[config.mk]
export PLATFORM = sky130hd
export DESIGN_NAME = twi_regfile_slave
export DESIGN_NICKNAME = d
export VERILOG_FILES = /design/src/rtl/twi_pkg.sv /design/src/rtl/twi_line_sync.sv /design/src/rtl/twi_gp_ram.sv /design/src/rtl/twi_regfile_slave.sv
export SDC_FILE = /design/constraint.sdc
export NUM_CORES = 1
export LEC_CHECK = 0
export BUFFER_PORTS_ARGS = -buffer_cell sky130_fd_sc_hd__buf_2
export CORE_ASPECT_RATIO = 1.4
export CORE_UTILIZATION = 66
export DETAILED_ROUTE_END_ITERATION = 10
export MAX_ROUTING_LAYER = met4
export PLACE_DENSITY_LB_ADDON = 0.05
export SLEW_MARGIN = 20
export SYNTH_ARGS = -nofsm -noshare
export SYNTH_HDL_FRONTEND = slang
export SYNTH_HIERARCHICAL = 1
export SYNTH_SLANG_ARGS = --single-unit
[constraint.sdc]
create_clock -name clk -period 5 [get_ports clk]
set_input_delay 0 -clock clk [delete_from_list [all_inputs] [get_ports clk]]
set_output_delay 0 -clock clk [all_outputs]
set_load 0.01 [all_outputs]
[src/rtl/twi_pkg.sv]
package twi_pkg;

  typedef enum logic [2:0] {
    ST_IDLE,
    ST_DEV,
    ST_WADR,
    ST_WDAT,
    ST_RDAT
  } twi_state_t;

  // next pointer value inside a space of 'space' bytes
  function automatic int unsigned ptr_after(int unsigned p, int unsigned space);
    return (p + 1 >= space) ? 0 : p + 1;
  endfunction

  // device byte carries our 7-bit address in its upper bits
  function automatic logic addr_hit(logic [7:0] rx, logic [6:0] dev);
    return rx[7:1] == dev;
  endfunction

endpackage

[src/rtl/twi_line_sync.sv]
module twi_line_sync #(
  parameter int STAGES = 2
) (
  input  logic clk,
  input  logic rst_n,
  input  logic scl_in,
  input  logic sda_in,
  output logic scl_s,
  output logic sda_s,
  output logic ev_start,
  output logic ev_stop,
  output logic ev_rise,
  output logic ev_fall
);
  localparam int LINES = 2;

  logic [LINES-1:0] raw;
  logic [LINES-1:0] synced;
  logic [LINES-1:0] prev;

  assign raw = {sda_in, scl_in};

  for (genvar g = 0; g < LINES; g++) begin : g_line
    logic [STAGES-1:0] chain;
    always_ff @(posedge clk or negedge rst_n) begin
      if (!rst_n) chain <= '1;
      else        chain <= {chain[STAGES-2:0], raw[g]};
    end
    assign synced[g] = chain[STAGES-1];
  end

  always_ff @(posedge clk or negedge rst_n) begin
    if (!rst_n) prev <= '1;
    else        prev <= synced;
  end

  assign scl_s    = synced[0];
  assign sda_s    = synced[1];
  assign ev_start = synced[0] & prev[0] & prev[1] & ~synced[1];
  assign ev_stop  = synced[0] & prev[0] & ~prev[1] & synced[1];
  assign ev_rise  = synced[0] & ~prev[0];
  assign ev_fall  = ~synced[0] & prev[0];
endmodule

[src/rtl/twi_gp_ram.sv]
module twi_gp_ram #(
  parameter int AW    = 6,
  parameter int DW    = 8,
  parameter int BASE  = 8,
  parameter int DEPTH = 56
) (
  input  logic          clk,
  input  logic          we,
  input  logic [AW-1:0] addr,
  input  logic [DW-1:0] wdata,
  output logic [DW-1:0] rdata
);
  localparam logic [AW-1:0] BASE_A = AW'(BASE);

  logic [DW-1:0] mem [DEPTH];
  logic [AW-1:0] idx;
  logic          in_range;

  assign idx      = addr - BASE_A;
  assign in_range = (addr >= BASE_A) && (32'(idx) < DEPTH);

  always_ff @(posedge clk) begin
    if (we && in_range) mem[idx] <= wdata;
  end

  assign rdata = in_range ? mem[idx] : '0;
endmodule

[src/rtl/twi_regfile_slave.sv]
module twi_regfile_slave #(
  parameter logic [6:0] DEV_ADDR   = 7'h68,
  parameter int         SPACE      = 64,
  parameter int         CORE_BYTES = 8,
  parameter int         BUSY_BELOW = 7,
  parameter int         SYNC       = 2
) (
  input  logic       clk,
  input  logic       rst_n,
  input  logic       pwr_fail,
  input  logic       scl_in,
  input  logic       sda_in,
  output logic       sda_pull,
  output logic [2:0] core_addr,
  output logic [7:0] core_wdata,
  output logic       core_we,
  input  logic [7:0] core_rdata,
  output logic       core_rd_busy
);
  import twi_pkg::*;

  localparam int AW  = $clog2(SPACE);
  localparam int CAW = $clog2(CORE_BYTES);
  localparam int RAM_DEPTH = SPACE - CORE_BYTES;
  localparam logic [AW-1:0] CORE_LIM = AW'(CORE_BYTES);
  localparam logic [AW-1:0] BUSY_LIM = AW'(BUSY_BELOW);
  localparam logic [3:0] BIT_LAST = 4'd8;
  localparam logic [3:0] ACK_SLOT = 4'd9;

  // bus events (named for the checker)
  logic scl_s, sda_s, ev_start, ev_stop, ev_rise, ev_fall;

  twi_line_sync #(.STAGES(SYNC)) u_sync (
    .clk(clk), .rst_n(rst_n), .scl_in(scl_in), .sda_in(sda_in),
    .scl_s(scl_s), .sda_s(sda_s), .ev_start(ev_start), .ev_stop(ev_stop),
    .ev_rise(ev_rise), .ev_fall(ev_fall)
  );

  twi_state_t    state;
  logic [3:0]    cnt;
  logic [7:0]    shreg;
  logic [AW-1:0] ptr;
  logic          is_read;
  logic          mack;

  logic byte_done, ack_end, wr_strobe, in_core;
  logic [7:0] ram_rdata, cur_rdata;

  assign byte_done = ev_fall && (cnt == BIT_LAST);
  assign ack_end   = ev_fall && (cnt == ACK_SLOT);
  assign wr_strobe = byte_done && (state == ST_WDAT) && !pwr_fail;
  assign in_core   = ptr < CORE_LIM;

  twi_gp_ram #(.AW(AW), .DW(8), .BASE(CORE_BYTES), .DEPTH(RAM_DEPTH)) u_ram (
    .clk(clk), .we(wr_strobe && !in_core), .addr(ptr),
    .wdata(shreg), .rdata(ram_rdata)
  );

  assign cur_rdata    = in_core ? core_rdata : ram_rdata;
  assign core_addr    = ptr[CAW-1:0];
  assign core_wdata   = shreg;
  assign core_we      = wr_strobe && in_core;
  assign core_rd_busy = (state == ST_RDAT) && (ptr < BUSY_LIM);

  always_ff @(posedge clk or negedge rst_n) begin
    if (!rst_n) begin
      state    <= ST_IDLE;
      cnt      <= '0;
      shreg    <= '0;
      ptr      <= '0;
      is_read  <= 1'b0;
      mack     <= 1'b1;
      sda_pull <= 1'b0;
    end else if (pwr_fail) begin
      state    <= ST_IDLE;
      cnt      <= '0;
      ptr      <= '0;
      sda_pull <= 1'b0;
    end else if (ev_start) begin
      state    <= ST_DEV;
      cnt      <= '0;
      sda_pull <= 1'b0;
    end else if (ev_stop) begin
      state    <= ST_IDLE;
      cnt      <= '0;
      sda_pull <= 1'b0;
    end else if (state != ST_IDLE) begin
      if (ev_rise) begin
        if (cnt < BIT_LAST) begin
          if (state != ST_RDAT) shreg <= {shreg[6:0], sda_s};
          cnt <= cnt + 4'd1;
        end else if (cnt == ACK_SLOT && state == ST_RDAT) begin
          mack <= sda_s;
          if (!sda_s) ptr <= AW'(ptr_after(32'(ptr), SPACE));
        end
      end else if (ev_fall) begin
        if (cnt == BIT_LAST) begin
          cnt <= ACK_SLOT;
          case (state)
            ST_DEV: begin
              if (addr_hit(shreg, DEV_ADDR)) begin
                sda_pull <= 1'b1;
                is_read  <= shreg[0];
              end else begin
                state <= ST_IDLE;
              end
            end
            ST_WADR: begin
              sda_pull <= 1'b1;
              ptr      <= shreg[AW-1:0];
            end
            ST_WDAT: sda_pull <= 1'b1;
            default: sda_pull <= 1'b0;
          endcase
        end else if (cnt == ACK_SLOT) begin
          cnt      <= '0;
          sda_pull <= 1'b0;
          case (state)
            ST_DEV: begin
              if (is_read) begin
                state    <= ST_RDAT;
                shreg    <= cur_rdata;
                sda_pull <= !cur_rdata[7];
              end else begin
                state <= ST_WADR;
              end
            end
            ST_WADR: state <= ST_WDAT;
            ST_WDAT: ptr <= AW'(ptr_after(32'(ptr), SPACE));
            ST_RDAT: begin
              if (!mack) begin
                shreg    <= cur_rdata;
                sda_pull <= !cur_rdata[7];
              end else begin
                state <= ST_IDLE;
              end
            end
            default: state <= ST_IDLE;
          endcase
        end else if (state == ST_RDAT && cnt != 4'd0) begin
          shreg    <= {shreg[6:0], 1'b0};
          sda_pull <= !shreg[6];
        end
      end
    end
  end
endmodule

==> run summary <==
## Clock tree
• post-CTS clock slew at the launch and capture registers of the worst setup and hold paths: 0.07 ns
• Sinks on Clock Net: 478
• clock tree from TritonCTS: yes
• Skew-Pair Late Insertion Delay: 0.55 ns
• root buf cell: clkbuf_16
• clock buffer count from CTS: 43
• number of levels in the clock H-tree: 2
• number of buffers on the longest clock path: 3
• Setup Fix Bufs, Post-CTS: 0

## Pwr
• worst vdd ir: 0.0003365 V
• part of the total power dissipated in the clock network: 0.415
• power spent charging and discharging nets: 0.001475 W
• portion of total power attributed to sequential cells: 0.574
• Switching Share: 0.1942
• combinational power share: 0.011
• Int Pwr: 0.006118 W
• PwrDens: 347.4 mW/mm²
• Leakage: 6.958 nW

## Global route
• GRT overflow: 0
• pin count of the biggest net entering global routing: 62
• wire length of the first global-routing pass: 76.62 mm
• initial antenna violation count: 0
• number of global-route vias before repair: 11840
• Overall Global Routing Usage: 0.3563

## Yosys
• Post-Syn Area: 0.01999 mm²
• fraction of the mapped netlist area in simple logic gates: 0.05871
• share of synthesized area spent on multiplexers: 0.1039
• Post-synth EDFFs: 448
• synthesized area per cell: 16.21 µm²
• Yosys Warn Count: 6
• adder-cell share of the synthesized area: 0.003755
• net count of the mapped netlist: 1252
• XOR/XNOR share of the synthesized area: 0.002191
• number of synthesized register bits: 478
• synthesized-area fraction occupied by ao, oa, aoi and oai cells: 0.09282
• sequential area share after synthesis: 0.7110
• fraction of registers with async set/reset: 0.06276
• number of distinct library cells after synthesis: 81
• largest family of logic cells by synthesized area: multiplexers
• dominant register cell in the synthesized netlist: edfxtp_1
• number of standard cells after synthesis: 1233

## Worst setup path
• critical path fanouts, max: 9
• kind of end point of the critical path: register
• Slowest Stage Delay on Critical Path: 0.84 ns
• category of the critical setup timing path: register to register
• worst r2r src: cnt[0]
• r2r endpoint: u_ram/mem[9][1]
• critical path data required time: 5.17 ns
• cell at the slowest stage of the critical path: nor2_1
• Worst Reg2Reg Path Length in Cells: 8
• WP data arrival: 4.04 ns
• list of cells traversed by the critical path: inv_1, ha_1, nand3b_1, nor4_1, and2_1, nor2b_1, nand3_2, nor2_1
• slack of the worst reg-to-reg path: 1.12 ns
• Critical Path Start Type: register

## Floorplanning
• standard-cell row count: 75
• die span in y: 207.9 µm
• standard cell core area: 0.02984 mm²
• Initial Utilization: 0.6699
• die extent in x: 149.1 µm
• number of ports placed on the die boundary: 27
• total die area: 0.03100 mm²

## Cells and area
• fraction of layout instances using a drive strength above 1: 0.1948
• total number of nets in the final design: 1294
• utilization after layout: 0.7324
• Area growth syn-to-layout: 9.326%
• number of antenna diodes: 0

## Route
• wire length per cell: 30.57 µm
• via count: 12100
• first-pass iteration count of the detailed router: 6
• number of DRC markers in iteration 0: 1587
• DRT antenna net count: 0
• DRC violation count after routing: 0
• Via density: 7.145
• wire length reported by the detailed router: 51.79 mm

## Placement
• global placer's final weighted congestion: 0.9287
• Post-Place Setup Slack: 1.257 ns
• Port Buffers: 26
• placed wire-length estimate: 31.32 mm

## Run
• maximum capacitance violations: 0

## STA
• min setup slack post-route: 1.124 ns
• number of setup violations in the final report: 0
• Total Neg Setup Slack: 0 ns
• clock tree skew after final layout: 0.01362 ns
• min cycle time layout: 3.876 ns
• Relative slew margins: 0.2941
• share of the clock period used by the worst path: 0.7752
• final hold violation count: 0
• maximum clock rate: 0.2580 GHz
• setup repair after global routing missed its margin: no
• Max Slew Vio Count: 0
• slew at the pin closest to its max-slew limit: 1.054 ns

## Status
• result of the run: complete, no violations

## Min path
• path type of the worst min-delay path: primary input to asynchronous set/reset pin

registers in the layout (all words and copies together), names as in the netlist:
register / cells
core_wdata: 8
cnt: 4
is_read: 1
state: 3
mack: 1
ptr: 6
sda_pull: 1
u_ram/mem: 448
u_sync/g_line.chain: 4
u_sync/prev: 2
cell type report:
cell class / count / area [µm²]
repair buffers: 73 / 525.5
inverters: 12 / 45.04
multi-input cells: 667 / 5228
fillers: 1856 / 7986
well taps: 385 / 481.7
clock buffers: 55 / 1152
flip-flops and latches: 478 / 14230
clock inverters: 24 / 188.9
cells by family after synthesis:
logic type | count (synthesis)
adder cells (fa/ha/maj) | 6
multiplexers | 163
XOR/XNOR | 5
buffers and inverters | 88
AO/OA/AOI/OAI | 261
AND/OR/NAND/NOR | 232
flip-flops | 478
critical path: cells and delay by family, from the launching register on:
family | cells | cell delay [ns]
adder cells (fa/ha/maj) | 1 | 0.32
buffers and inverters | 1 | 0.11
flip-flops | 1 | 0.42
AND/OR/NAND/NOR | 6 | 2.64
how the worst max path moves through the flow:
stage	startpoint	end	depth (start not counted)
after global placement	cnt[0]	u_ram/mem[9][4]	8
after global routing	cnt[0]	u_ram/mem[9][4]	8
after detailed placement	cnt[0]	u_ram/mem[9][2]	8
after floorplan	ptr[3]	sda_pull	13
after CTS	cnt[0]	u_ram/mem[9][1]	8
final	cnt[0]	u_ram/mem[9][1]	8
cell usage after synthesis (3+ instances only):
library cell	instances	area (µm²)
nor2b_1	9	56.30
a211oi_1	10	75.07
and4b_1	3	30.03
a22o_1	7	61.31
nand3b_1	4	30.03
buf_6	13	146.4
a221oi_1	33	289.0
nand2_1	40	150.1
mux4_2	27	608.1
o21ai_0	41	205.2
nand3_1	17	85.08
dfstp_2	7	183.9
mux2i_1	74	740.7
o22ai_1	9	56.30
nor2_2	3	18.77
inv_1	10	37.54
o211ai_1	8	60.06
nand3_2	4	40.04
a31oi_1	9	56.30
nor3_1	7	35.03
mux2_2	54	608.1
nand4_4	3	63.81
xor2_1	3	26.28
nor2_1	104	390.4
a22oi_1	19	142.6
nand4_1	3	18.77
and2_1	5	31.28
ha_1	6	75.07
nand2b_1	7	43.79
a32oi_1	4	35.03
mux2_4	8	120.1
a221o_1	12	120.1
clkbuf_1	16	60.06
o2bb2ai_1	7	61.31
buf_1	3	11.26
buf_2	23	115.1
dfrtp_1	23	575.6
or3_1	3	18.77
edfxtp_1	448	13450
nor4_1	6	37.54
a21oi_1	63	315.3
o221ai_1	12	105.1
buf_4	17	127.6
timing repair:
item | 4_1_cts | 5_1_grt
resized for setup | 0 | 0
hold endpoints to repair | 47 | 0
hold buffers | 12 | 0
cell usage in the layout (no fill, tap or decap), types with 7 or more instances in the layout:
cell type and count:
a221o_1 12, nand3_1 17, o211ai_1 8, nor2_1 104, a21oi_1 63, o22ai_1 9, buf_4 34, a31oi_1 9
inv_1 10, dfrtp_2 8, o2bb2ai_1 7, nand2_1 40, clkbuf_1 10, o21ai_0 41, clkinv_2 10, buf_2 26
nor2b_1 8, mux2_4 8, dlygate4sd3_1 12, nand2b_1 7, clkbuf_16 44, mux2i_1 74, dfrtp_1 12, mux4_2 27
edfxtp_1 448, a22o_1 7, a211oi_1 10, dfstp_2 7, o221ai_1 12, nor3_1 7, mux2_2 54, a22oi_1 19
a221oi_1 33
per-stage QoR:
stage          cell area [µm²]  power (W)  cells  hold WS, ns
3_5_place_dp             20390   0.004521   1603       0.1032
3_3_place_gp             20390   0.004519   1603      0.09534
5_1_grt                  21850   0.007773   1694       0.1099
2_1_floorplan            19990   0.004478   1233      -0.2956
4_1_cts                  21850   0.007626   1694      0.06133
6_report                 21850   0.007593   1694      0.04032
power groups by stage:
stage                     registers, W  logic (W)  clock network [W]
after CTS                      0.00436  0.0000860            0.00318
after detailed placement       0.00444  0.0000785                  0
after global placement         0.00444  0.0000766                  0
after global routing           0.00436  0.0000925            0.00333
final                          0.00436  0.0000862            0.00315
after floorplan                0.00445  0.0000239                  0
routing by layer:
layer	global-route usage	part of all wire	vias to the layer above
li1	-	-	5015
met1	0.4692	0.36	6134
met2	0.5559	0.49	789
met3	0.04539	0.094	166
met4	0.1689	0.052	0
met5	-	0	-
No activity file was read; power rests on OpenSTA's default activity.
